--- src/rtl/scrc_pkg.sv ---
package scrc_pkg;

  // Register select codes on reg_addr
  typedef enum logic [1:0] {
    SEL_CTRL = 2'd0,
    SEL_POLY = 2'd1,
    SEL_SEED = 2'd2,
    SEL_NONE = 2'd3
  } reg_sel_e;

  // Bit of the control word that holds the enable flag
  localparam int unsigned CTRL_EN_BIT = 0;

endpackage

--- src/rtl/scrc_cfg.sv ---
// Control and polynomial registers, plus length decode of the mask.
module scrc_cfg
  import scrc_pkg::*;
#(
  parameter int unsigned W = 8
) (
  input  logic         clk,
  input  logic         rst_n,
  input  logic         we,
  input  logic [1:0]   addr,
  input  logic [W-1:0] wdata,
  output logic         enable,
  output logic [W-1:0] poly,
  output logic [W-1:0] len_sel,
  output logic [W-1:0] len_mask,
  output logic         poly_ok
);

  logic sel_ctrl;
  logic sel_poly;

  assign sel_ctrl = we && (addr == SEL_CTRL);
  assign sel_poly = we && (addr == SEL_POLY);

  always_ff @(posedge clk) begin
    if (!rst_n) begin
      enable <= 1'b0;
      poly   <= '0;
    end else begin
      if (sel_ctrl) begin
        enable <= wdata[CTRL_EN_BIT];
      end
      // mask is frozen while accumulating
      if (sel_poly && !enable) begin
        poly <= wdata;
      end
    end
  end

  // One-hot of the highest set mask bit: the stage whose output feeds back.
  always_comb begin
    len_sel = '0;
    for (int i = 0; i < int'(W); i++) begin
      if (poly[i]) begin
        len_sel    = '0;
        len_sel[i] = 1'b1;
      end
    end
  end

  // Stages at or below the length bit stay live; the rest are cleared.
  always_comb begin
    logic acc;
    acc = 1'b0;
    for (int i = int'(W) - 1; i >= 0; i--) begin
      acc         = acc | poly[i];
      len_mask[i] = acc;
    end
  end

  assign poly_ok = |poly;

endmodule

--- src/rtl/scrc_core.sv ---
// Modular shift register with a per-stage feedback XOR.
module scrc_core #(
  parameter int unsigned W = 8
) (
  input  logic         clk,
  input  logic         rst_n,
  input  logic         step,
  input  logic         din,
  input  logic         load,
  input  logic [W-1:0] load_data,
  input  logic [W-2:0] taps,
  input  logic [W-1:0] len_sel,
  input  logic [W-1:0] len_mask,
  output logic [W-1:0] rem
);

  logic         fb;
  logic [W-1:0] nxt;

  assign fb = din ^ (|(rem & len_sel));

  generate
    for (genvar i = 0; i < int'(W); i++) begin : g_stage
      if (i == 0) begin : g_head
        assign nxt[i] = fb & len_mask[i];
      end else begin : g_body
        assign nxt[i] = (rem[i-1] ^ (fb & taps[i-1])) & len_mask[i];
      end
    end
  endgenerate

  always_ff @(posedge clk) begin
    if (!rst_n) begin
      rem <= '0;
    end else if (load) begin
      rem <= load_data;
    end else if (step) begin
      rem <= nxt;
    end
  end

endmodule

--- src/rtl/serial_crc.sv ---
module serial_crc
  import scrc_pkg::*;
#(
  parameter int unsigned W = 8
) (
  input  logic         clk,
  input  logic         rst_n,
  input  logic         reg_we,
  input  logic [1:0]   reg_addr,
  input  logic [W-1:0] reg_wdata,
  input  logic         bit_valid,
  input  logic         bit_data,
  output logic         bit_ready,
  output logic [W-1:0] rem_rdata
);

  logic         cfg_enable;
  logic [W-1:0] cfg_poly;
  logic [W-1:0] cfg_len_sel;
  logic [W-1:0] cfg_len_mask;
  logic         cfg_poly_ok;
  logic [W-1:0] core_rem;
  logic         seed_load;
  logic         take_bit;

  scrc_cfg #(.W(W)) u_cfg (
    .clk      (clk),
    .rst_n    (rst_n),
    .we       (reg_we),
    .addr     (reg_addr),
    .wdata    (reg_wdata),
    .enable   (cfg_enable),
    .poly     (cfg_poly),
    .len_sel  (cfg_len_sel),
    .len_mask (cfg_len_mask),
    .poly_ok  (cfg_poly_ok)
  );

  assign bit_ready = cfg_enable && cfg_poly_ok;
  assign take_bit  = bit_valid && bit_ready;
  assign seed_load = reg_we && (reg_addr == SEL_SEED) && !cfg_enable;

  scrc_core #(.W(W)) u_core (
    .clk       (clk),
    .rst_n     (rst_n),
    .step      (take_bit),
    .din       (bit_data),
    .load      (seed_load),
    .load_data (reg_wdata),
    .taps      (cfg_poly[W-2:0]),
    .len_sel   (cfg_len_sel),
    .len_mask  (cfg_len_mask),
    .rem       (core_rem)
  );

  assign rem_rdata = cfg_enable ? '0 : core_rem;

endmodule

--- config.mk ---
export PLATFORM = sky130hd
export DESIGN_NAME = serial_crc
export DESIGN_NICKNAME = d
export VERILOG_FILES = /design/src/rtl/scrc_pkg.sv /design/src/rtl/scrc_cfg.sv /design/src/rtl/scrc_core.sv /design/src/rtl/serial_crc.sv
export SDC_FILE = /design/constraint.sdc
export NUM_CORES = 1
export LEC_CHECK = 0
export BUFFER_PORTS_ARGS = -buffer_cell sky130_fd_sc_hd__buf_4
export CAP_MARGIN = 15
export CORE_MARGIN = 2
export CORE_UTILIZATION = 50
export CTS_CLUSTER_DIAMETER = 50
export DETAILED_ROUTE_END_ITERATION = 8
export HOLD_SLACK_MARGIN = 0.12
export MAX_ROUTING_LAYER = met4
export PLACE_DENSITY = 0.72
export SYNTH_ARGS = -nofsm -noshare
export SYNTH_HDL_FRONTEND = slang
export SYNTH_HIERARCHICAL = 1
export SYNTH_SLANG_ARGS = --single-unit
--- constraint.sdc ---
create_clock -name clk -period 2.8 [get_ports clk]
set_clock_uncertainty 0.05 [all_clocks]
set_input_delay 0.7 -clock clk [delete_from_list [all_inputs] [get_ports clk]]
set_output_delay 0.7 -clock clk [all_outputs]
set_load 0.02 [all_outputs]
# [Yosys cells after proc, flatten, opt, wreduce, memory -nomap -nowiden]
# Index checks and enable logic that the tools add are counted.
[classes] n_addsub=0 multipliers=0 n_div=0 order_cmp=0 n_eq_ne=2 shifts=0 muxes=11 bitwise_logic=31 n_reduce_logical=12
[ops] cell="$mux W8" n=4
[ops] cell="$reduce_or A8 Y1" n=2
[ops] cell="$and A1 B1 Y1" n=15
[ops] cell="$and A8 B8 Y8" n=1
[ops] cell="$xor A1 B1 Y1" n=8
[ops] cell="$logic_and A1 B1 Y1" n=7
[ops] cell="$mux W7" n=1
[ops] cell="$or A1 B1 Y1" n=7
[ops] cell="$mux W6" n=1
[ops] cell="$mux W5" n=1
[ops] cell="$mux W4" n=1
[ops] cell="$mux W3" n=1
[ops] cell="$eq A2 B1 Y1 const B" n=1
[ops] cell="$eq A2 B2 Y1 const B" n=1
[ops] cell="$logic_not A2 Y1" n=1
[ops] cell="$mux W2" n=1
[ops] cell="$reduce_bool A2 Y1" n=1
[ops] cell="$logic_not A1 Y1" n=1
[ops] cell="$mux W1" n=1
[totals] ff_bits=17 latchBits=0 ram_bits=0 rom_bits=0 in_bits=15 out_inout_bits=9 word_cells=59 n_memories=0

# [Logic depth before layout (Yosys ltp)]
[depth] depth_word=16 ltp_mapped=9 mapped_depth_nobuf=7

# [Modules after synthesis]
# Netlist, hierarchy kept.
[by_module_without_submodules] module="scrc_core" instances=1 cells_each=120 area_per_inst_um2=817.0 seq_area_each_um2=160.2
[by_module_without_submodules] module="scrc_cfg" instances=1 cells_each=62 area_per_inst_um2=505.5 seq_area_each_um2=180.2
[by_module_without_submodules] module="serial_crc" instances=1 cells_each=12 area_per_inst_um2=82.6 seq_area_each_um2=0.0

# [Worst setup path before layout]
# Ideal clock, no wire load.
[synth_timing] kind="register -> register" startpoint="register u_cfg.poly[4]" endpoint="register u_core.rem[5]" setup_ns=0.127 t_arrival_ns=1.992 required_ns=2.623 slack_ns=0.631 stages_incl_launch_ff=10 path_buffers=2 period_less_slack_ns=2.169 cell_sequence="dfxtp_1 -> nor4_4 -> nand3b_1 -> and3_1 -> buf_2 -> and3b_1 -> buf_2 -> nand2_1 -> a211oi_1 -> or3_1"
[synth_via] word_cells_on_any_way=16 cone_classes="mux (6); bitwise (5); reduce/logical (5)"
[synth_lines] element="start: declaration" line_no="scrc_cfg.sv:13" rtl="output logic [W-1:0] poly,"
[synth_lines] element="start signal: assignment" line_no="scrc_cfg.sv:35" rtl="poly <= wdata;"
[synth_lines] element="$reduce_or A8 Y1" line_no="scrc_cfg.sv:61" rtl="assign poly_ok = |poly;"
[synth_lines] element="net cfg_poly_ok" line_no="serial_crc.sv:21" rtl="logic cfg_poly_ok;"
[synth_lines] element="$logic_and A1 B1 Y1" line_no="serial_crc.sv:39" rtl="assign bit_ready = cfg_enable && cfg_poly_ok;"
[synth_lines] element="$logic_and A1 B1 Y1" line_no="serial_crc.sv:40" rtl="assign take_bit = bit_valid && bit_ready;"
[synth_lines] element="net take_bit" line_no="serial_crc.sv:24" rtl="logic take_bit;"
[synth_lines] element="$reduce_bool A2 Y1 (no source line)"
[synth_lines] element="end signal: assignment" line_no="scrc_core.sv:36" rtl="rem <= load_data;"
[synth_lines] element="end signal: assignment" line_no="scrc_core.sv:38" rtl="rem <= nxt;"
[synth_lines] element="end: declaration" line_no="scrc_core.sv:14" rtl="output logic [W-1:0] rem"
# The timed path passes the listed nets, and every way through them passes these cells. The select of a mux whose other input is x is not followed.
# A chain may end at the register's enable or synchronous reset.

# [Worst setup path in the final report]
[layout_timing] startpoint="register u_cfg.poly[1]" endpoint="output bit_ready"
[layout_via] elab_chain_cells=2
[layout_rtl] element="$reduce_or A8 Y1" line_no="scrc_cfg.sv:61"
[layout_rtl] element="net cfg_poly_ok" line_no="serial_crc.sv:21"
[layout_rtl] element="$logic_and A1 B1 Y1" line_no="serial_crc.sv:39"
[layout_rtl] element="end: declaration" line_no="serial_crc.sv:13" rtl="output logic bit_ready,"
# The timed path passes the listed nets, and every way through them passes these cells.

==> reports/results.ini <==
[run_status]
status=completed

[place]
io_buffers=23
hpwl_mm=2.53
gp_congestion=0.892

[worst_setup_path]
r2r_cells=7
cp_data_arrival_time_ns=1.61
r2r_start=u_cfg/poly[1]$_SDFFE_PN0P_
path_depth=4
crit_type=flip-flop to output pin
r2r_end=u_core/rem[7]$_SDFFE_PN0P_
startpoint_type=flip-flop
cp_max_fo=6
r2r_setup_slack_ns=0.46
crit_path_cell_trace=nor3_1, nand3b_1, and2_1, buf_4
cp.required_ns=2.05
cp-end-kind=output pin
cp_slowest_cell=nor3_1
path_buf_inv=1
crit_path_end=bit_ready
worstSetupStartpoint=u_cfg/poly[1]$_SDFFE_PN0P_
cp_top_family=simple AND/OR/NAND/NOR gates
slowest_delay_ns=0.46

[yosys]
syn-num-nets=208
postSynthAreaPerCell_um2=7.24
yosys_warnings=6
synth_cells=193
synth_area_mm2=0.00140

[power_and_ir_drop]
peakVddDrop_mv=0.253
power_density_mw_per_mm2=327
p_leak_nw=0.600

[final_layout]
drive_gt1_share_pct=17.2
antenna_cells=0
finalNetCount=225
multi_input_area_um2=950
seq_area_um2=340
area_growth_pct=13.3
nFillCells=253

[clock_network]
ctsHoldBuffers=0
numCtsBuffers=3
clock-sinks=17
clockBufferDepth=2
cts_max_level=1
path_clk_slew_ns=0.10
cts_root_buf=clkbuf_4
cts_tree=built
post_cts_buffers=0
clkLatencyLatePin_ns=0.29
post_cts_resized=0

[sta]
slew_violations=0
slew_headroom_pct=66.3
rsz0062_at_grt=false
fmaxAchievable_mhz=424
min_period_over_period_pct=84.3
hold_viol=0
setup_viol=0
tightest_slew_ns=0.502
whs_ns=0.498
finalSetupTns_ns=0
period_minus_slack_ns=2.36

[grt]
grt_start_max_net_pins=30
grt.total_usage_pct=23.3
grt_overflow_total=0
first_global_vias=1323
antenna_found_initial=0
grt_pass1_wl_mm=5.92

[route]
viasPerCell=6.00
route.met3.wl_um=233
post_drt_wl_per_cell_um=14.8
drc=0
route.vias.total=1439
wl_met1_mm=1.65
drtIter0Drc=55
highest_layer=met4
drt_first_pass_iters=4
totalWireLength_mm=3.56
antenna_left=0
met2WireLength_mm=1.64

[floorplanning]
core_area_mm2=0.00271
io_pins=24
rows=19
start_util_pct=51.6
die-area_mm2=0.00323
die-width_um=56.9
fp.dieH_um=56.9

[min_path]
hold_class=flip-flop to flip-flop

[flow_run]
max-cap-violations=0

[sequential cells by signal (all words and copies together) (netlist names)]
register,flops
u_core/rem,8
u_cfg/enable,1
u_cfg/poly,8
[worst min-delay path by stage]
| stage | startpoint | endpoint | slack [ns] | depth (start not counted) |
|---|---|---|---|---|
| 2_1_floorplan | u_cfg/enable$_SDFFE_PN0P_ | u_cfg/enable$_SDFFE_PN0P_ | 0.41 | 2 |
| 3_3_place_gp | u_cfg/poly[0]$_SDFFE_PN0P_ | u_cfg/poly[0]$_SDFFE_PN0P_ | 0.47 | 2 |
| 3_5_place_dp | u_cfg/poly[1]$_SDFFE_PN0P_ | u_cfg/poly[1]$_SDFFE_PN0P_ | 0.48 | 2 |
| 4_1_cts | u_cfg/poly[1]$_SDFFE_PN0P_ | u_cfg/poly[1]$_SDFFE_PN0P_ | 0.50 | 2 |
| 5_1_grt | u_cfg/poly[1]$_SDFFE_PN0P_ | u_cfg/poly[1]$_SDFFE_PN0P_ | 0.53 | 2 |
| 6_report | u_cfg/poly[1]$_SDFFE_PN0P_ | u_cfg/poly[1]$_SDFFE_PN0P_ | 0.50 | 2 |
[tightest hold or removal path, stage by stage, from the launching register on]
cell and delay [ns]:
dfxtp_1 0.38, nand2_1 0.08, mux2i_1 0.06
[placed cells by master, fill, tap and decap left out, drive strengths merged, types with 9 or more instances in the layout]
| cell type | instances |
|---|---|
| buf | 25 |
| inv | 11 |
| a211oi | 14 |
| dfxtp | 17 |
| nor2 | 10 |
| nor2b | 9 |
| mux2i | 9 |
| nand2 | 41 |
[through the flow]
stage | area, um2 | instances | power (mW) | util (%) | setup WS [ns]
6_report | 1580 | 240 | 0.517 | 58.4 | 0.441
5_1_grt | 1580 | 240 | 0.545 | 58.4 | 0.371
3_5_place_dp | 1560 | 236 | 0.383 | 57.5 | 0.405
2_1_floorplan | 1400 | 193 | 0.343 | - | 0.631
4_1_cts | 1580 | 240 | 0.521 | 58.4 | 0.497
3_3_place_gp | 1560 | 236 | 0.379 | 57.5 | 0.438
[cell type report]
cell class                 instances  area share [%]
clock buffer                       4            1.66
inverter                          11            2.61
multi-input combinational        152            60.0
sequential                        17            21.5
tap                               31            2.45
timing repair buffer              25            11.8
[power breakdown]
part | switching [mW] | total [mW] | internal (mW)
logic | 0.0597 | 0.112 | 0.0527
clock network | 0.0821 | 0.137 | 0.0554
registers | 0.0172 | 0.267 | 0.250
total | 0.159 | 0.517 | 0.358
[per-layer routing]
layer / GRT usage, % / vias to the layer above
met1: 31.7 / 677
li1: - / 707
met4: 7.97 / 0
met2: 35.9 / 49
met5: - / -
met3: 2.53 / 6
Power figures use the tool's default switching activity.
